`src/rtl/flash_poll_pkg.sv`:
```
package flash_poll_pkg;
  localparam int unsigned DQ_POLL = 7;
  localparam int unsigned DQ_TOG  = 6;
  localparam int unsigned DQ_ERR  = 5;

  typedef enum logic [2:0] {
    PH_DP_FIRST,
    PH_DP_RECHK,
    PH_TG_A,
    PH_TG_B,
    PH_TG_C,
    PH_TG_D
  } phase_e;

  typedef enum logic [1:0] {
    V_CONT,
    V_PASS,
    V_FAIL
  } verdict_e;

  typedef struct packed {
    verdict_e verdict;
    phase_e   nxt;
  } judge_t;
endpackage

```
`src/rtl/poll_rd_port.sv`:
```
module poll_rd_port #(
  parameter int unsigned DW = 16
) (
  input  logic          clk_i,
  input  logic          rst_ni,
  input  logic          issue_i,
  output logic          req_o,
  input  logic          valid_i,
  input  logic [DW-1:0] data_i,
  output logic          smp_vld_o,
  output logic [DW-1:0] smp_o
);
  logic          req_q;
  logic          vld_q;
  logic [DW-1:0] smp_q;
  logic          take;

  assign take = req_q && valid_i;

  always_ff @(posedge clk_i or negedge rst_ni) begin
    if (!rst_ni) begin
      req_q <= 1'b0;
      vld_q <= 1'b0;
      smp_q <= '0;
    end else begin
      vld_q <= take;
      if (take) smp_q <= data_i;
      if (issue_i)   req_q <= 1'b1;
      else if (take) req_q <= 1'b0;
    end
  end

  assign req_o     = req_q;
  assign smp_vld_o = vld_q;
  assign smp_o     = smp_q;

  // request held until accepted
  p_req_held_r2: assert property (@(posedge clk_i) disable iff (!rst_ni)
    req_q && !valid_i |=> req_q);
  // a new read is never issued while one is outstanding or being judged
  p_no_overlap_r2: assert property (@(posedge clk_i) disable iff (!rst_ni)
    issue_i |-> !req_q);
  p_sample_once_r2: assert property (@(posedge clk_i) disable iff (!rst_ni)
    vld_q |-> !req_q);
endmodule

```
`src/rtl/poll_budget.sv`:
```
module poll_budget #(
  parameter int unsigned MAX_POLLS = 64
) (
  input  logic clk_i,
  input  logic rst_ni,
  input  logic clr_i,
  input  logic inc_i,
  output logic last_o
);
  localparam int unsigned CW = $clog2(MAX_POLLS + 1);
  localparam logic [CW-1:0] LAST = CW'(MAX_POLLS - 1);
  localparam logic [CW-1:0] TOP  = CW'(MAX_POLLS);

  logic [CW-1:0] cnt_q;

  always_ff @(posedge clk_i or negedge rst_ni) begin
    if (!rst_ni)                     cnt_q <= '0;
    else if (clr_i)                  cnt_q <= '0;
    else if (inc_i && cnt_q != TOP)  cnt_q <= cnt_q + 1'b1;
  end

  assign last_o = (cnt_q == LAST);

  p_budget_bound_r7: assert property (@(posedge clk_i) disable iff (!rst_ni)
    cnt_q <= TOP);
endmodule

```
`src/rtl/poll_judge.sv`:
```
module poll_judge
  import flash_poll_pkg::*;
#(
  parameter int unsigned DW = 16
) (
  input  phase_e        phase_i,
  input  logic [DW-1:0] smp_i,
  input  logic          prv_tog_i,
  input  logic          exp_poll_i,
  output judge_t        res_o
);
  logic poll_hit, tog_same, err;

  assign poll_hit = (smp_i[DQ_POLL] == exp_poll_i);
  assign tog_same = (smp_i[DQ_TOG] == prv_tog_i);
  assign err      = smp_i[DQ_ERR];

  always_comb begin
    res_o = '{verdict: V_CONT, nxt: phase_i};
    unique case (phase_i)
      PH_DP_FIRST: begin
        if (poll_hit) res_o.verdict = V_PASS;
        else if (err) res_o.nxt = PH_DP_RECHK;
        else          res_o.nxt = PH_DP_FIRST;
      end
      PH_DP_RECHK: res_o.verdict = poll_hit ? V_PASS : V_FAIL;
      PH_TG_A:     res_o.nxt = PH_TG_B;
      PH_TG_B: begin
        if (tog_same) res_o.verdict = V_PASS;
        else if (err) res_o.nxt = PH_TG_C;
        else          res_o.nxt = PH_TG_A;
      end
      PH_TG_C:     res_o.nxt = PH_TG_D;
      PH_TG_D:     res_o.verdict = tog_same ? V_PASS : V_FAIL;
      default:     res_o.verdict = V_FAIL;
    endcase
  end
endmodule

```
`src/rtl/flash_poll_engine.sv`:
```
module flash_poll_engine
  import flash_poll_pkg::*;
#(
  parameter int unsigned AW        = 20,
  parameter int unsigned DW        = 16,
  parameter int unsigned MAX_POLLS = 64
) (
  input  logic          clk_i,
  input  logic          rst_ni,
  input  logic          start_i,
  input  logic          method_i,
  input  logic [AW-1:0] addr_i,
  input  logic [DW-1:0] exp_data_i,
  output logic          rd_req_o,
  output logic [AW-1:0] rd_addr_o,
  input  logic          rd_valid_i,
  input  logic [DW-1:0] rd_data_i,
  output logic          done_o,
  output logic          pass_o,
  output logic          fail_o,
  output logic          timeout_o
);
  logic          busy_q;
  phase_e        phase_q;
  logic [AW-1:0] addr_q;
  logic          exp_q;
  logic          prv_q;
  logic          done_q, pass_q, fail_q, tmo_q;

  logic          start_ok, issue, last, smp_vld;
  logic [DW-1:0] smp;
  judge_t        jr;

  assign start_ok = start_i && !busy_q;
  assign issue    = start_ok || (smp_vld && jr.verdict == V_CONT && !last);

  poll_rd_port #(.DW(DW)) u_port (
    .clk_i, .rst_ni,
    .issue_i   (issue),
    .req_o     (rd_req_o),
    .valid_i   (rd_valid_i),
    .data_i    (rd_data_i),
    .smp_vld_o (smp_vld),
    .smp_o     (smp)
  );

  poll_budget #(.MAX_POLLS(MAX_POLLS)) u_budget (
    .clk_i, .rst_ni,
    .clr_i  (start_ok),
    .inc_i  (smp_vld),
    .last_o (last)
  );

  poll_judge #(.DW(DW)) u_judge (
    .phase_i    (phase_q),
    .smp_i      (smp),
    .prv_tog_i  (prv_q),
    .exp_poll_i (exp_q),
    .res_o      (jr)
  );

  always_ff @(posedge clk_i or negedge rst_ni) begin
    if (!rst_ni) begin
      busy_q  <= 1'b0;
      phase_q <= PH_DP_FIRST;
      addr_q  <= '0;
      exp_q   <= 1'b0;
      prv_q   <= 1'b0;
      done_q  <= 1'b0;
      pass_q  <= 1'b0;
      fail_q  <= 1'b0;
      tmo_q   <= 1'b0;
    end else begin
      done_q <= 1'b0;
      if (start_ok) begin
        busy_q  <= 1'b1;
        addr_q  <= addr_i;
        exp_q   <= exp_data_i[DQ_POLL];
        phase_q <= method_i ? PH_TG_A : PH_DP_FIRST;
        pass_q  <= 1'b0;
        fail_q  <= 1'b0;
        tmo_q   <= 1'b0;
      end else if (busy_q && smp_vld) begin
        prv_q <= smp[DQ_TOG];
        unique case (jr.verdict)
          V_PASS: begin busy_q <= 1'b0; done_q <= 1'b1; pass_q <= 1'b1; end
          V_FAIL: begin busy_q <= 1'b0; done_q <= 1'b1; fail_q <= 1'b1; end
          default: begin
            if (last) begin
              busy_q <= 1'b0; done_q <= 1'b1; fail_q <= 1'b1; tmo_q <= 1'b1;
            end else begin
              phase_q <= jr.nxt;
            end
          end
        endcase
      end
    end
  end

  assign rd_addr_o = addr_q;
  assign done_o    = done_q;
  assign pass_o    = pass_q;
  assign fail_o    = fail_q;
  assign timeout_o = tmo_q;

  p_addr_stable_r2: assert property (@(posedge clk_i) disable iff (!rst_ni)
    rd_req_o && !rd_valid_i |=> $stable(rd_addr_o));
  p_idle_no_req_r9: assert property (@(posedge clk_i) disable iff (!rst_ni)
    !busy_q |-> !rd_req_o);
  p_busy_start_ign_r9: assert property (@(posedge clk_i) disable iff (!rst_ni)
    busy_q && !done_q |=> $stable(rd_addr_o));
  p_excl_r8: assert property (@(posedge clk_i) disable iff (!rst_ni)
    !(pass_o && fail_o));
  p_done_pulse_r8: assert property (@(posedge clk_i) disable iff (!rst_ni)
    done_o |=> !done_o);
  p_tmo_fail_r7: assert property (@(posedge clk_i) disable iff (!rst_ni)
    timeout_o |-> fail_o);
  p_done_result_r8: assert property (@(posedge clk_i) disable iff (!rst_ni)
    done_o |-> $countones({pass_o, fail_o}) == 1);
endmodule

```
`config.mk`:
```
export PLATFORM = sky130hd
export DESIGN_NAME = flash_poll_engine
export DESIGN_NICKNAME = d
export VERILOG_FILES = /design/src/rtl/flash_poll_pkg.sv /design/src/rtl/poll_rd_port.sv /design/src/rtl/poll_budget.sv /design/src/rtl/poll_judge.sv /design/src/rtl/flash_poll_engine.sv
export SDC_FILE = /design/constraint.sdc
export NUM_CORES = 1
export LEC_CHECK = 0
export BUFFER_PORTS_ARGS = -buffer_cell sky130_fd_sc_hd__buf_2
export CORE_UTILIZATION = 53
export CTS_BUF_LIST = sky130_fd_sc_hd__clkbuf_8
export CTS_CLUSTER_SIZE = 30
export DETAILED_ROUTE_END_ITERATION = 8
export PLACE_DENSITY = 0.92
export RECOVER_POWER = 25
export SYNTH_ARGS = -nofsm -noshare
export SYNTH_HDL_FRONTEND = slang
export SYNTH_SLANG_ARGS = --single-unit
```
`constraint.sdc`:
```
create_clock -name clk_i -period 3.2 [get_ports clk_i]
set_input_delay 0.16 -clock clk_i [delete_from_list [all_inputs] [get_ports clk_i]]
set_output_delay 0.16 -clock clk_i [all_outputs]
set_load 0.02 [all_outputs]
```
Word level (Yosys, flattened, before mapping)
Index checks and enable logic that the tools add are counted.
{"block": "classes", "n_addsub": 1, "n_eq_ne": 16, "muxes": 37, "bitwise": 1, "n_reduce_logical": 27}
{"op": "1-bit two-way mux", "n": 22}
{"op": "3-bit two-way mux", "n": 7}
{"op": "7-bit two-way mux", "n": 2}
{"op": "3-bit one-hot mux with 4 select lines", "n": 1}
{"op": "2-bit one-hot mux with 5 select lines", "n": 1}
{"op": "2-bit nonzero test", "n": 5}
{"op": "7-bit by 1-bit adder with 7-bit output, second input constant", "n": 1}
{"op": "7-bit by 6-bit == test with 1-bit output, second input constant", "n": 1}
{"op": "7-bit inequality test, second input constant", "n": 1}
{"op": "3-bit by 2-bit == test with 1-bit output, second input constant", "n": 2}
{"op": "3-bit == test, second input constant", "n": 2}
{"op": "1-bit logical AND", "n": 6}
{"op": "2-bit two-way mux", "n": 3}
{"op": "3-bit inequality test, second input constant", "n": 2}
{"op": "2-bit AND reduction", "n": 3}
{"op": "3-bit AND reduction", "n": 2}
{"op": "6-bit AND reduction", "n": 1}
{"op": "3-bit nonzero test", "n": 2}
{"op": "5-bit nonzero test", "n": 1}
{"op": "2-bit inequality test, second input constant", "n": 2}
{"op": "2-bit OR reduction", "n": 2}
{"op": "3-bit by 1-bit == test with 1-bit output, second input constant", "n": 1}
{"op": "3-bit logical NOT", "n": 1}
{"op": "1-bit == test", "n": 2}
{"op": "other kinds (8)", "n": 9}
{"block": "word_totals", "ff_bits": 47, "input_bits": 57, "output_inout_bits": 25, "word_cells": 95}

Depth between registers and ports, before layout
{"block": "logic_depth", "word_depth": 8, "mapped_depth": 10, "ltp_nobuf": 9}

Cells and area by module
Synthesis repeated with hierarchy kept, for this count alone.
{"block": "hier_totals", "cells_unflattened": 232, "area_unflattened_um2": 2560.0}
{"mod": "flash_poll_engine", "n_inst": 1, "cells_per_inst": 130, "area_per_inst_um2": 1290.0, "seq_area_each_um2": 750.7}
{"mod": "poll_rd_port", "n_inst": 1, "cells_per_inst": 39, "area_per_inst_um2": 706.9, "seq_area_each_um2": 450.4}
{"mod": "poll_budget", "n_inst": 1, "cells_per_inst": 45, "area_per_inst_um2": 436.7, "seq_area_each_um2": 175.2}
{"mod": "poll_judge", "n_inst": 1, "cells_per_inst": 18, "area_per_inst_um2": 126.4, "seq_area_each_um2": 0.0}

Least setup slack after synthesis
Ideal clock, no wire load.
{"block": "synth_path", "path_type": "flip-flop to flip-flop", "from": "reg prv_q", "to": "reg phase_q[2]", "setup_ns": 0.067, "arrival_ns": 2.026, "t_required_ns": 3.133, "slack_ns": 1.108, "stages_incl_launch_ff": 10, "n_path_buf": 0, "period_less_slack_ns": 2.092, "cell_sequence": "dfrtp_1 -> xnor2_1 -> nand3_1 -> o21ai_0 -> mux2i_1 -> ha_1 -> and3_1 -> o221ai_2 -> a311oi_2 -> a41o_1"}
{"block": "synth_between", "elab_chain_len": 7, "elab_cells_between_ends": 10, "classes_between": "eq/ne (5); mux (3); reduce/logical (2)"}
{"element": "start: declaration", "line": "flash_poll_engine.sv:27", "text": "logic prv_q;"}
{"element": "start signal: assignment", "line": "flash_poll_engine.sv:84", "text": "prv_q <= smp[DQ_TOG];"}
{"element": "1-bit == test (*)", "line": "poll_judge.sv:15", "text": "assign tog_same = (smp_i[DQ_TOG] == prv_tog_i);"}
{"element": "2-bit two-way mux or 1-bit two-way mux (tied branches)", "line": "poll_judge.sv:34, poll_judge.sv:29"}
{"element": "2-bit one-hot mux with 5 select lines", "line": "poll_judge.sv:20", "text": "unique case (phase_i)"}
{"element": "2-bit == test or 2-bit by 1-bit == test with 1-bit output (tied branches)", "line": "flash_poll_engine.sv:85", "text": "unique case (jr.verdict)"}
{"element": "2-bit OR reduction (no source line)"}
{"element": "2-bit by 1-bit inequality test with 1-bit output (no source line)"}
{"element": "6-bit AND reduction (no source line) (*)"}
{"element": "end signal: assignment", "line": "flash_poll_engine.sv:79", "text": "phase_q <= method_i ? PH_TG_A : PH_DP_FIRST;"}
{"element": "end signal: assignment", "line": "flash_poll_engine.sv:92", "text": "phase_q <= jr.nxt;"}
{"element": "end: declaration", "line": "flash_poll_engine.sv:24", "text": "phase_e phase_q;"}
Mark *: on every way between the ends. The rest lies on a longest branch, timed or not.
A chain may end at the register's enable or synchronous reset.

Worst setup path in the final report
{"block": "layout_path", "from": "reg u_port.smp_q[6] (netlist: u_port.smp_o[6])", "to": "reg phase_q[2]"}
{"block": "layout_between", "elab_chain_len": 7, "elab_cells_between_ends": 10, "classes_between": "eq/ne (5); mux (3); reduce/logical (2)"}
{"element": "start: declaration", "line": "poll_rd_port.sv:15", "text": "logic [DW-1:0] smp_q;"}
{"element": "start signal: assignment", "line": "poll_rd_port.sv:27", "text": "if (take) smp_q <= data_i;"}
{"element": "1-bit == test (*)", "line": "poll_judge.sv:15"}
{"element": "2-bit two-way mux or 1-bit two-way mux (tied branches)", "line": "poll_judge.sv:34, poll_judge.sv:29"}
{"element": "2-bit one-hot mux with 5 select lines", "line": "poll_judge.sv:20"}
{"element": "2-bit == test or 2-bit by 1-bit == test with 1-bit output (tied branches)", "line": "flash_poll_engine.sv:85"}
{"element": "2-bit OR reduction (no source line)"}
{"element": "2-bit by 1-bit inequality test with 1-bit output (no source line)"}
{"element": "6-bit AND reduction (no source line) (*)"}
Marks and branches as above.

==> run metrics <==
status=finished, violations left; failing checks=max-capacitance violations, max-slew violations; WHS Endpoint=rd_addr_o[3]; worst-case clock buffer depth=2; Worst Clk Skew=0.00559 ns; Post-Syn Nets=223; R2R setup slack=0.81 ns; pin count of the biggest net entering global routing=43; Post-Syn Area=1950 sq um; Period minus WS final=2.39 ns; fillers=265; wire length per cell=14.0 um; Hold Path Depth=2; Worst-Skew Late Latency=0.30 ns; PD cells=999 nW/um^2; all-layer global routing usage=20.4%; MaxCap Viol Count=1; Non-Filler Instances=261; detailed-route vias per instance=5.25; VDD IR max=747 uV; final slew viol count=43; Worst Path Max Fanout=4; CP Capture Type=flip-flop; Clock Sinks=42; Cells after DPL=253; HP Start=addr_i[3]; layout cells sized above 1=44.7%; worst r2r dst=phase_q[2]; Final Core Density=68.3%; port buffer count=53; Tot Pwr=0.00235 W; EDFF count, synth=0; Routed WL=3660 um; CP arrival=2.63 ns; final setup margin=0.806 ns; synthesized flop and latch total=42; Worst EP required=3.44 ns; fin nets=276; clock buffer count from CTS=5; CTS Root Cell=clkbuf_8; Netlist cell types=35; die area=3930 sq um; Routed Antenna Nets=0; ys flop type=dfrtp_1; GRT overflow=0; critical-path cell list=xnor2_1 -> nand3_1 -> o21ai_0 -> mux2i_1 -> ha_1 -> and3_1 -> o221ai_2 -> a311oi_2 -> a41o_1; routability cong.=0.861; chip width=62.7 um; vias in the first global route=1332; FMAX=418 MHz; Post-Synth Adder-Cell Area=3.21%; compound-gate portion of the synthesized area=8.27%; Die H=62.7 um; residual DRC count=0; TritonCTS clock tree=done; Setup CP Type=flip-flop to flip-flop; CP max stage cell=dfrtp_1; H-Tree Depth=2; Hold Path Class=primary input to flip-flop; sequential share of the synthesized area=53.9%; RSZ-0062 raised after global routing=no; CP startpoint=u_port.smp_o[6]; fraction of the mapped netlist area in simple logic gates=10.8%; Post-CTS Setup Inserts=0; drt pass-1 iters=4; Leak Pwr=1.14 nW; DP Worst Slack=0.867 ns; Cells after Synth=161; DR iter-0 viols=51; xor/xnor cell area share of the yosys netlist=3.14%; slew at the pin with the worst max-slew slack=2.13 ns; std cell rows=21; area of all sequential standard cells=1050 sq um; via count=1371; Area Overhead vs Synth=20.6%; final hold vios=0; slew margin rel.=-42.3%; placed wire-length estimate=2670 um; Mapped Avg Cell Area=12.1 sq um; Reg clk slew, reported paths=0.08 ns; Tcrit/Tclk final=74.8%; post-CTS sizing=0; io pins=82; Critical R2R Launch=u_port.smp_o[6]; # diodes=0; CP peak stage delay=0.40 ns; Starting Density=56.7%; Hold Buf Count CTS=0; initial antenna violation count=0; Multi-input gate area=821 sq um; first-pass GRT wire length=6090 um; synth warn=0; Core ar.=3440 sq um; Setup TNS=0 ns; Setup crit start kind=flip-flop; largest family of logic cells by synthesized area=multiplexers; # setup viols final=0; FF-to-FF path depth=9; Post-synth ARST share=100%; mux cell area share after synthesis=16.5%
[state kept, by name, indices dropped and copies added, names as in the netlist]
register and flops:
timeout_o 1, fail_o 1, pass_o 1, done_o 1, rd_addr_o 20, phase_q 3, busy_q 1, exp_q 1
u_port.smp_o 3, u_port.req_o 1, u_budget.cnt_q 7, prv_q 1, u_port.smp_vld_o 1
[cells by family (layout without fill, tap and decap cells)]
logic type | Yosys count | count (layout)
DFF | 42 | 42
and+or+nand+nor | 42 | 42
muxes | 29 | 29
AOI/OAI and AO/OA | 21 | 21
buffers and inverters | 15 | 69
xor gates and xnor gates | 7 | 7
adders and majority gates | 5 | 5
[routing by layer]
metal | part of all wire, % | global-route usage [%] | vias up | routed length [um]
met1 | 43 | 24.7 | 657 | 1570
met2 | 49 | 33.6 | 41 | 1810
met4 | 2.2 | 8.14 | 0 | 80
li1 | - | - | 664 | -
met5 | 0 | 0 | - | 0
met3 | 5.4 | 6.75 | 9 | 197
[Yosys cell counts, types with 2 or more instances]
cell type   n  area share (%)
buf_6       3             1.7
o21ai_0     6             1.5
mux2_2     26              15
buf_2       2            0.51
ha_1        5             3.2
nand2_1     7             1.3
a21oi_1     6             1.5
mux2i_1     3             1.5
nand3_1     3            0.77
inv_1       7             1.3
nor2_1     16             3.1
nor2b_1     3            0.96
clkbuf_1    3            0.58
nand4_1     4             1.3
xor2_1      5             2.2
xnor2_1     2            0.90
dfrtp_1    42              54
[placed cells by master, fill, tap and decap left out, drive strengths merged, types with 3 or more instances in the layout]
cell type / n
nor2b: 4
o21ai: 7
xor2: 5
mux2i: 3
inv: 8
nand3: 3
buf: 53
nor2: 17
ha: 5
dfrtp: 42
nand2: 7
clkbuf: 6
mux2: 26
a21oi: 6
nand4: 4
[layout make-up]
cell class | count | area share (%)
clock buffer | 5 | 2.93
clock inverter | 3 | 1.86
inverter | 7 | 1.12
multi-input combinational | 104 | 34.9
sequential | 42 | 44.7
tap | 46 | 2.45
timing repair buffer | 54 | 12.1
[how the worst max path moves through the flow]
stage	slack [ns]	cells past startpoint	to
after floorplan	1.11	9	phase_q[2]
after detailed placement	0.87	9	phase_q[2]
after CTS	0.85	9	phase_q[2]
after global routing	0.69	9	phase_q[2]
final	0.81	9	phase_q[2]
after global placement	0.92	9	phase_q[2]
[through the flow]
step	instance area (sq um)	hold WS, ns
5_1_grt	2350	0.0822
4_1_cts	2350	0.0126
2_1_floorplan	1950	-0.136
6_report	2350	0.0872
3_5_place_dp	2240	0.333
3_3_place_gp	2240	0.337
[critical path: cells and delay by family, from the launching register on]
family                     cells  cell delay (ns)
adders and majority gates      1             0.31
AOI/OAI and AO/OA              4             0.81
muxes                          1             0.13
xor gates and xnor gates       1             0.36
and+or+nand+nor                2             0.32
DFF                            1             0.40
[where the power goes]
group / leakage, nW / total (W) / switching, W / internal (W)
Clock: 0.0585 / 0.000420 / 0.000187 / 0.000234
Combinational: 0.557 / 0.000964 / 0.000539 / 0.000425
Sequential: 0.523 / 0.000967 / 0.000199 / 0.000768
(Power assumes the default switching activity.)
